===== src/rtl/dphy_seq_pkg.sv =====
package dphy_seq_pkg;

    localparam int DUR_W  = 8;
    localparam int FLD_W  = 7;
    localparam int WAKE_W = 19;
    localparam logic [7:0] SYNC_BYTE = 8'hB8;

    // Line-state codes seen by the lane drivers
    typedef enum logic [2:0] {
        LS_STOP   = 3'd0,
        LS_REQ    = 3'd1,
        LS_BRIDGE = 3'd2,
        LS_HSZERO = 3'd3,
        LS_HS     = 3'd4,
        LS_TRAIL  = 3'd5
    } line_e;

    typedef enum logic [3:0] {
        S_IDLE, S_CLPX, S_CPREP, S_CZERO, S_CPRE,
        S_DLPX, S_DPREP, S_DZERO, S_SYNC, S_DATA,
        S_DTRAIL, S_CPOST, S_CTRAIL, S_EXIT
    } seq_e;

    typedef struct packed {
        logic [DUR_W-1:0] ck_lpx;
        logic [DUR_W-1:0] ck_prep;
        logic [DUR_W-1:0] ck_zero;
        logic [DUR_W-1:0] ck_pre;
        logic [DUR_W-1:0] ck_post;
        logic [DUR_W-1:0] ck_trail;
        logic [DUR_W-1:0] dt_lpx;
        logic [DUR_W-1:0] dt_prep;
        logic [DUR_W-1:0] dt_zero;
        logic [DUR_W-1:0] dt_trail;
        logic [DUR_W-1:0] hs_exit;
    } dur_t;

    function automatic logic [DUR_W-1:0] add_ofs(input logic [FLD_W-1:0] f, input int unsigned ofs);
        return DUR_W'(f) + DUR_W'(ofs);
    endfunction

endpackage


===== src/rtl/dphy_seq_timing.sv =====
module dphy_seq_timing
    import dphy_seq_pkg::*;
#(
    parameter logic [31:0] DEF_CTL = 32'h0002_0518,
    parameter logic [31:0] DEF_CLK = 32'h040A_0203,
    parameter logic [31:0] DEF_DAT = 32'h0304_0203
) (
    input  logic [31:0] ctl_i,
    input  logic [31:0] clk_i,
    input  logic [31:0] dat_i,
    input  logic        use_def_i,
    output dur_t        dur_o
);

    logic [31:0] ctl_w, clk_w, dat_w;
    int          pre_i;

    // built-in words replace the programmed ones
    always_comb begin
        ctl_w = use_def_i ? DEF_CTL : ctl_i;
        clk_w = use_def_i ? DEF_CLK : clk_i;
        dat_w = use_def_i ? DEF_DAT : dat_i;
    end

    // field k of a word sits at bits 8k+6..8k
    always_comb begin
        dur_o.ck_lpx   = add_ofs(clk_w[6:0],   1);
        dur_o.ck_prep  = add_ofs(clk_w[14:8],  1);
        dur_o.ck_zero  = add_ofs(clk_w[22:16], 1);
        dur_o.ck_trail = add_ofs(clk_w[30:24], 1);
        dur_o.dt_lpx   = add_ofs(dat_w[6:0],   1);
        dur_o.dt_prep  = add_ofs(dat_w[14:8],  1);
        dur_o.dt_zero  = add_ofs(dat_w[22:16], 6);
        dur_o.dt_trail = add_ofs(dat_w[30:24], 2);
        dur_o.ck_post  = add_ofs(ctl_w[14:8],  8);
        dur_o.hs_exit  = add_ofs(ctl_w[22:16], 9);
        // pre is measured from clock LP exit; floor at one cycle
        pre_i = int'(ctl_w[6:0]) - int'(clk_w[6:0]) - int'(clk_w[22:16]) - 3;
        dur_o.ck_pre = (pre_i < 1) ? DUR_W'(1) : DUR_W'(pre_i);
    end

    logic unused_bits;
    assign unused_bits = ^{ctl_w[31:23], ctl_w[15], ctl_w[7],
                           clk_w[31], clk_w[23], clk_w[15], clk_w[7],
                           dat_w[31], dat_w[23], dat_w[15], dat_w[7]};

endmodule


===== src/rtl/dphy_seq_ctrl.sv =====
module dphy_seq_ctrl
    import dphy_seq_pkg::*;
(
    input  logic              clk,
    input  logic              rst_n,
    input  logic              req_i,
    input  logic              reload_i,
    input  logic              cont_i,
    input  logic [WAKE_W-1:0] wake_i,
    input  dur_t              dur_i,
    output seq_e              state_o,
    output logic              clk_on_o,
    output logic              ready_o,
    output logic              tx_ready_o,
    output logic              start_o,
    output logic              sync_o,
    output logic              take_o
);

    typedef struct packed {
        seq_e              state;
        logic [DUR_W-1:0]  cnt;
        logic              clk_on;
        logic              ready;
        logic [WAKE_W-1:0] wcnt;
    } ctrl_t;

    ctrl_t q, d;
    logic  done;

    function automatic logic [DUR_W-1:0] dur_of(input seq_e s, input dur_t t);
        case (s)
            S_CLPX:   return t.ck_lpx;
            S_CPREP:  return t.ck_prep;
            S_CZERO:  return t.ck_zero;
            S_CPRE:   return t.ck_pre;
            S_DLPX:   return t.dt_lpx;
            S_DPREP:  return t.dt_prep;
            S_DZERO:  return t.dt_zero;
            S_DTRAIL: return t.dt_trail;
            S_CPOST:  return t.ck_post;
            S_CTRAIL: return t.ck_trail;
            S_EXIT:   return t.hs_exit;
            default:  return DUR_W'(1);
        endcase
    endfunction

    always_comb begin
        d       = q;
        start_o = 1'b0;
        done    = (q.cnt == '0);
        // wakeup wait
        if (!q.ready) begin
            if (q.wcnt == wake_i) d.ready = 1'b1;
            else                  d.wcnt  = q.wcnt + 1'b1;
        end
        unique case (q.state)
            S_IDLE: begin
                if (reload_i) begin
                    d.ready = 1'b0;
                    d.wcnt  = '0;
                end else if (q.ready && req_i) begin
                    start_o = 1'b1;
                    d.state = q.clk_on ? S_DLPX : S_CLPX;
                end
            end
            S_CLPX:  if (done) d.state = S_CPREP;
            S_CPREP: if (done) d.state = S_CZERO;
            S_CZERO: if (done) begin
                d.state  = S_CPRE;
                d.clk_on = 1'b1;
            end
            S_CPRE:  if (done) d.state = S_DLPX;
            S_DLPX:  if (done) d.state = S_DPREP;
            S_DPREP: if (done) d.state = S_DZERO;
            S_DZERO: if (done) d.state = S_SYNC;
            S_SYNC, S_DATA: d.state = req_i ? S_DATA : S_DTRAIL;
            S_DTRAIL: if (done) d.state = cont_i ? S_EXIT : S_CPOST;
            S_CPOST:  if (done) d.state = S_CTRAIL;
            S_CTRAIL: if (done) begin
                d.state  = S_EXIT;
                d.clk_on = 1'b0;
            end
            S_EXIT:  if (done) d.state = S_IDLE;
            default: d.state = S_IDLE;
        endcase
        if (d.state != q.state) d.cnt = dur_of(d.state, dur_i) - 1'b1;
        else if (!done)         d.cnt = q.cnt - 1'b1;
    end

    // reset puts every lane in stop and the ready flag low
    always_ff @(posedge clk or negedge rst_n) begin
        if (!rst_n) begin
            q.state  <= S_IDLE;
            q.cnt    <= '0;
            q.clk_on <= 1'b0;
            q.ready  <= 1'b0;
            q.wcnt   <= '0;
        end else begin
            q <= d;
        end
    end

    assign state_o    = q.state;
    assign clk_on_o   = q.clk_on;
    assign ready_o    = q.ready;
    assign tx_ready_o = (q.state == S_SYNC) || (q.state == S_DATA);
    assign take_o     = tx_ready_o && req_i;
    assign sync_o     = (q.state == S_DZERO) && done;

    AST_IDLE_WHILE_UNREADY: assert property (@(posedge clk) disable iff (!rst_n)
        (q.state == S_IDLE && !q.ready) |=> (q.state == S_IDLE));

    AST_PHASE_LENGTH: assert property (@(posedge clk) disable iff (!rst_n)
        ((q.state != $past(q.state)) && !($past(q.state) inside {S_IDLE, S_SYNC, S_DATA}))
        |-> ($past(q.cnt) == '0));

    AST_CONT_CLOCK_HOLD: assert property (@(posedge clk) disable iff (!rst_n)
        (q.state == S_IDLE && q.clk_on && cont_i) |=> q.clk_on);

    AST_CLOCK_UP_FOR_DATA: assert property (@(posedge clk) disable iff (!rst_n)
        tx_ready_o |-> q.clk_on);

endmodule


===== src/rtl/dphy_seq_lanes.sv =====
module dphy_seq_lanes
    import dphy_seq_pkg::*;
#(
    parameter int LANES = 4,
    localparam int LCW  = $clog2(LANES)
) (
    input  logic               clk,
    input  logic               rst_n,
    input  seq_e               state_i,
    input  logic               clk_on_i,
    input  logic               start_i,
    input  logic               sync_i,
    input  logic               take_i,
    input  logic [LCW-1:0]     lane_sel_i,
    input  logic [LANES*8-1:0] tx_data_i,
    output logic [2:0]         clk_line_o,
    output logic [LANES*3-1:0] dat_line_o,
    output logic [LANES*8-1:0] dat_byte_o
);

    typedef struct packed {
        logic [LANES-1:0]      act;
        logic [LANES-1:0][7:0] bytes;
    } lane_t;

    lane_t q, d;
    line_e dline, cline;
    logic  hs_on;

    always_comb begin
        d = q;
        for (int i = 0; i < LANES; i++) begin
            // active lanes latched when a burst starts
            if (start_i) d.act[i] = (LCW'(i) <= lane_sel_i);
            if (sync_i)      d.bytes[i] = SYNC_BYTE;
            else if (take_i) d.bytes[i] = tx_data_i[i*8 +: 8];
        end
    end

    always_ff @(posedge clk or negedge rst_n) begin
        if (!rst_n) begin
            q.act   <= '0;
            q.bytes <= '0;
        end else begin
            q <= d;
        end
    end

    always_comb begin
        unique case (state_i)
            S_DLPX:         dline = LS_REQ;
            S_DPREP:        dline = LS_BRIDGE;
            S_DZERO:        dline = LS_HSZERO;
            S_SYNC, S_DATA: dline = LS_HS;
            S_DTRAIL:       dline = LS_TRAIL;
            default:        dline = LS_STOP;
        endcase
        unique case (state_i)
            S_IDLE, S_EXIT: cline = clk_on_i ? LS_HS : LS_STOP;
            S_CLPX:         cline = LS_REQ;
            S_CPREP:        cline = LS_BRIDGE;
            S_CZERO:        cline = LS_HSZERO;
            S_CTRAIL:       cline = LS_TRAIL;
            default:        cline = LS_HS;
        endcase
    end

    assign hs_on      = (state_i == S_SYNC) || (state_i == S_DATA);
    assign clk_line_o = cline;

    for (genvar g = 0; g < LANES; g++) begin : g_lane
        assign dat_line_o[g*3 +: 3] = q.act[g] ? dline : LS_STOP;
        assign dat_byte_o[g*8 +: 8] = (q.act[g] && hs_on) ? q.bytes[g] : 8'h00;

        AST_SYNC_LEADS: assert property (@(posedge clk) disable iff (!rst_n)
            (dat_line_o[g*3 +: 3] == LS_HS && $past(dat_line_o[g*3 +: 3]) != LS_HS)
            |-> (dat_byte_o[g*8 +: 8] == SYNC_BYTE));
    end

    AST_TRAIL_AFTER_HS: assert property (@(posedge clk) disable iff (!rst_n)
        (clk_line_o == LS_TRAIL && $past(clk_line_o) != LS_TRAIL)
        |-> ($past(clk_line_o) == LS_HS));

endmodule


===== src/rtl/dphy_hs_seq.sv =====
module dphy_hs_seq
    import dphy_seq_pkg::*;
#(
    parameter int          LANES   = 4,
    parameter logic [31:0] DEF_CTL = 32'h0002_0518,
    parameter logic [31:0] DEF_CLK = 32'h040A_0203,
    parameter logic [31:0] DEF_DAT = 32'h0304_0203
) (
    input  logic               clk,
    input  logic               rst_n,
    input  logic               tx_req,
    input  logic [LANES*8-1:0] tx_data,
    output logic               tx_ready,
    input  logic [31:0]        cfg_ctl,
    input  logic [31:0]        cfg_clk,
    input  logic [31:0]        cfg_dat,
    input  logic [8:0]         cfg_lane,
    input  logic [18:0]        cfg_wake,
    input  logic               cfg_reload,
    output logic               phy_ready,
    output logic [2:0]         clk_line,
    output logic [LANES*3-1:0] dat_line,
    output logic [LANES*8-1:0] dat_byte
);

    localparam int LCW = $clog2(LANES);

    dur_t dur;
    seq_e state;
    logic clk_on, start, sync, take;

    dphy_seq_timing #(
        .DEF_CTL(DEF_CTL), .DEF_CLK(DEF_CLK), .DEF_DAT(DEF_DAT)
    ) i_timing (
        .ctl_i(cfg_ctl), .clk_i(cfg_clk), .dat_i(cfg_dat),
        .use_def_i(cfg_lane[8]), .dur_o(dur)
    );

    dphy_seq_ctrl i_ctrl (
        .clk(clk), .rst_n(rst_n), .req_i(tx_req), .reload_i(cfg_reload),
        .cont_i(cfg_lane[4]), .wake_i(cfg_wake), .dur_i(dur),
        .state_o(state), .clk_on_o(clk_on), .ready_o(phy_ready),
        .tx_ready_o(tx_ready), .start_o(start), .sync_o(sync), .take_o(take)
    );

    dphy_seq_lanes #(.LANES(LANES)) i_lanes (
        .clk(clk), .rst_n(rst_n), .state_i(state), .clk_on_i(clk_on),
        .start_i(start), .sync_i(sync), .take_i(take),
        .lane_sel_i(cfg_lane[LCW-1:0]), .tx_data_i(tx_data),
        .clk_line_o(clk_line), .dat_line_o(dat_line), .dat_byte_o(dat_byte)
    );

    logic unused_lane_bits;
    assign unused_lane_bits = ^{cfg_lane[7:5], cfg_lane[3:LCW]};

endmodule


===== config.mk =====
export PLATFORM = sky130hd
export DESIGN_NAME = dphy_hs_seq
export DESIGN_NICKNAME = d
export VERILOG_FILES = /design/src/rtl/dphy_seq_pkg.sv /design/src/rtl/dphy_seq_timing.sv /design/src/rtl/dphy_seq_ctrl.sv /design/src/rtl/dphy_seq_lanes.sv /design/src/rtl/dphy_hs_seq.sv
export SDC_FILE = /design/constraint.sdc
export NUM_CORES = 1
export LEC_CHECK = 0
export ABC_AREA = 1
export BUFFER_PORTS_ARGS = -buffer_cell sky130_fd_sc_hd__buf_2
export CORE_ASPECT_RATIO = 0.9
export CORE_UTILIZATION = 45
export CTS_CLUSTER_DIAMETER = 80
export DETAILED_ROUTE_END_ITERATION = 12
export PLACE_DENSITY = 0.71
export SLEW_MARGIN = 20
export SYNTH_ARGS = -nofsm -noshare
export SYNTH_HDL_FRONTEND = slang
export SYNTH_HIERARCHICAL = 1
export SYNTH_SLANG_ARGS = --single-unit

===== constraint.sdc =====
create_clock -name clk -period 4.15 [get_ports clk]
set_clock_uncertainty 0.2 [all_clocks]
set_input_delay 0.2075 -clock clk [delete_from_list [all_inputs] [get_ports clk]]
set_output_delay 0.2075 -clock clk [all_outputs]
set_load 0.02 [all_outputs]

==> results.md <==
* N_diodes at 0
* Power per Cell Area at just over 600 nW/um^2
* Initial Util at 0.468
* Crit path required time at 4130 ps
* Slowest cell on the critical path: fa_2
* Total power at 5.91 mW
* Fillers at roughly 1400
* Failing checks: negative setup slack
* Sequential share of the synthesized area at 0.237
* Remaining DRCs at 0
* #FFs+latches synth at approximately 70
* Max Cap Violations at 0
* Routed wire per std cell at approximately 13 microns
* Fmax at 0.240 GHz
* Core footprint at around 16000 sq um
* RSZ-0062 raised after global routing: yes
* IR drop worst, VDD at ~0.00037 V
* Site Rows at between 40 and 50
* Relative slew margins at 0.446
* Post-Syn Instances at around 1100
* Layout cells sized above 1 at 0.279
* Pre-CTS setup slack at -359 ps
* CP Max Fanout at 6
* Total CTS buffers at 9
* # IOs at 209
* Port Buffers at 184
* Clock transition at the registers of the reported paths at 60 ps
* Data arrival time of the worst path at between 4000 and 5000 ps
* Die width at roughly 140 microns
* Post-synth top area cell: dfrtp_1
* Final Cycle Share at 1.00
* Worst slew pin tran at ~830 ps
* CTS Buffer Depth at 2
* Final setup viols at 2
* Setup TNS at -40.4 ps
* Critical path startpoint category: primary input
* Post-synthesis cell type count at 45
* Most frequent cells in the layout: nand2_1 (262), buf_2 (183), inv_1 (166)
* First-pass GRT wire length at 34400 microns
* Clock H-tree levels at 3
* Crit Path Class: in -> reg
* Mean post-synth cell area at roughly 6.4 sq um
* Die area at 16700 sq um
* DR iter-0 viols at 524
* Global route overflow at 0
* Post-Syn Nets at 1345
* Worst skew pair latency at 320 ps
* Worst stage delay on the critical path at ~600 ps
* Worst setup margin at -20.5 ps
* Area Growth Syn to Fin at 31.8%
* HP Class: in -> reg
* TritonCTS clock tree: done
* Vias at between 7000 and 8000
* WL final at ~21000 microns
* Antenna violations before repair at 0
* Total GRT Usage at 0.257
* Fin. max-slew vios at 0
* Post-DR vias/cell at 4.96
* Largest net degree at the start of global routing at 40
* Status: finished with violations
* CTS Root Cell: clkbuf_16
* 1st-pass router iterations at 6
* Final hold violation count at 0
* Die Ht at around 120 microns
* Remaining antenna violation count at 0
* Synth warn at 6
* Worst Setup End Kind: flip-flop
* Number of global-route vias before repair at 7487
* Ranking of synthesized cells by area: dfrtp_1 (24%), nand2_1 (14%), inv_1 (9.0%)
* Post-DP HPWL at approximately 16000 microns
* Final Cell Area at around 9600 sq um
* Commonest non-fill, non-tap cell in the layout: nand2_1
* Fin nets at approximately 1600
* Pleak at roughly 5.2 nW
* Layout Cells excl Fill at about 1600
* Inst Count DP at 1554
* Post-DP Area at between 8000 and 9000 sq um
* CTS sink cnt at between 60 and 70
* Placer Congestion at a little over 0.9
* Internal reg-to-reg setup slack at 610 ps
* Minimum clock period at approximately 4200 ps
* Synth top area share at 0.237
* Mapped cell area at around 7300 sq um
==> where the power goes <==
part / switching (mW) / total [mW] / leakage (nW) / internal, mW
logic: 2.44 / 3.92 / 4.14 / 1.48
clock network: 0.297 / 0.845 / 0.160 / 0.548
registers: 0.194 / 1.14 / 0.851 / 0.950
total: 2.93 / 5.91 / 5.15 / 2.98
==> critical path: cells and delay by family <==
| kind | cells | cell delay, ps |
|---|---|---|
| simple gates | 18 | 1490 |
| buf+inv | 8 | 520 |
| fa+ha+maj | 6 | 1770 |
| xor+xnor | 1 | 150 |
==> cell usage after synthesis, drive strengths merged <==
cell and count:
nand2 287, nor2 206, inv 192, nand3 87, dfrtp 69, a21oi 66
o21ai 40, xor2 39, ha 34, nand4 24, xnor2 24, buf 22
nor3 19, or2 11, nor3b 4, nor4 4, o21a 4, and3 3
clkbuf 3, clkinv 2, fa 2, nand3b 2, a21boi 1, a21o 1
a221oi 1, a22oi 1, and2 1
==> worst paths after layout <==
kind / to / cells after the start / start
worst min-delay path: i_lanes/q[33]$_DFFE_PN0P_ / 4 / tx_req
worst min register to register: i_lanes/q[32]$_DFFE_PN0P_ / 1 / i_lanes/q[32]$_DFFE_PN0P_
worst max-delay path: i_ctrl/q[25]$_DFFE_PN0P_ / 33 / cfg_lane[8]
worst max register to register: i_ctrl/q[25]$_DFFE_PN0P_ / 21 / i_ctrl/state_o[1]$_DFF_PN0_
max in group asynchronous: i_ctrl/q[27]$_DFFE_PN0P_ / 3 / rst_n
min in group asynchronous: i_ctrl/q[14]$_DFF_PN0_ / 2 / rst_n
==> cells by family after synthesis <==
kind of cell	after synthesis	synth area share
AND/OR/NAND/NOR	648	0.416
XOR/XNOR	63	0.0766
flip-flops	69	0.237
adder cells (fa/ha/maj)	36	0.0638
buffers and inverters	219	0.125
AO/OA/AOI/OAI	114	0.0816
==> final cells by class <==
class                           instances  area, sq um  share of cell area
Tap cell                              202          253              0.0263
Sequential cell                        69         1730               0.180
Multi-Input combinational cell        861         4850               0.505
Clock buffer                           10          239              0.0249
Timing Repair Buffer                  271         1700               0.177
Inverter                              194          748              0.0778
Clock inverter                          6         93.8             0.00976
==> sequential cells by signal, summed over array words and instances (netlist names) <==
register	flops
i_lanes/q	36
i_ctrl/q	27
i_ctrl/state_o	4
i_ctrl/clk_on_o	1
i_ctrl/ready_o	1
==> stage by stage <==
stage / hold slack (ps) / utilization
2_1_floorplan: -288 / -
3_3_place_gp: 154 / 0.558
3_5_place_dp: 152 / 0.558
4_1_cts: 186 / 0.603
5_1_grt: 260 / 0.616
6_report: 189 / 0.616
==> per-layer routing <==
| layer | part of all wire | GRT usage |
|---|---|---|
| met4 | 0.028 | 0.0993 |
| met5 | 0 | 0 |
| met1 | 0.46 | 0.348 |
| met3 | 0.063 | 0.0380 |
| met2 | 0.45 | 0.412 |
==> timing repair <==
action | 4_1_cts | 5_1_grt
hold endpoints to repair | 73 | 0
pin swaps | 2 | 35
endpoints found under the setup margin | 1 | 7
resized for setup | 1 | 40
setup buffers | 2 | 5
hold buffers | 36 | 0
Power figures use the tool's default switching activity.
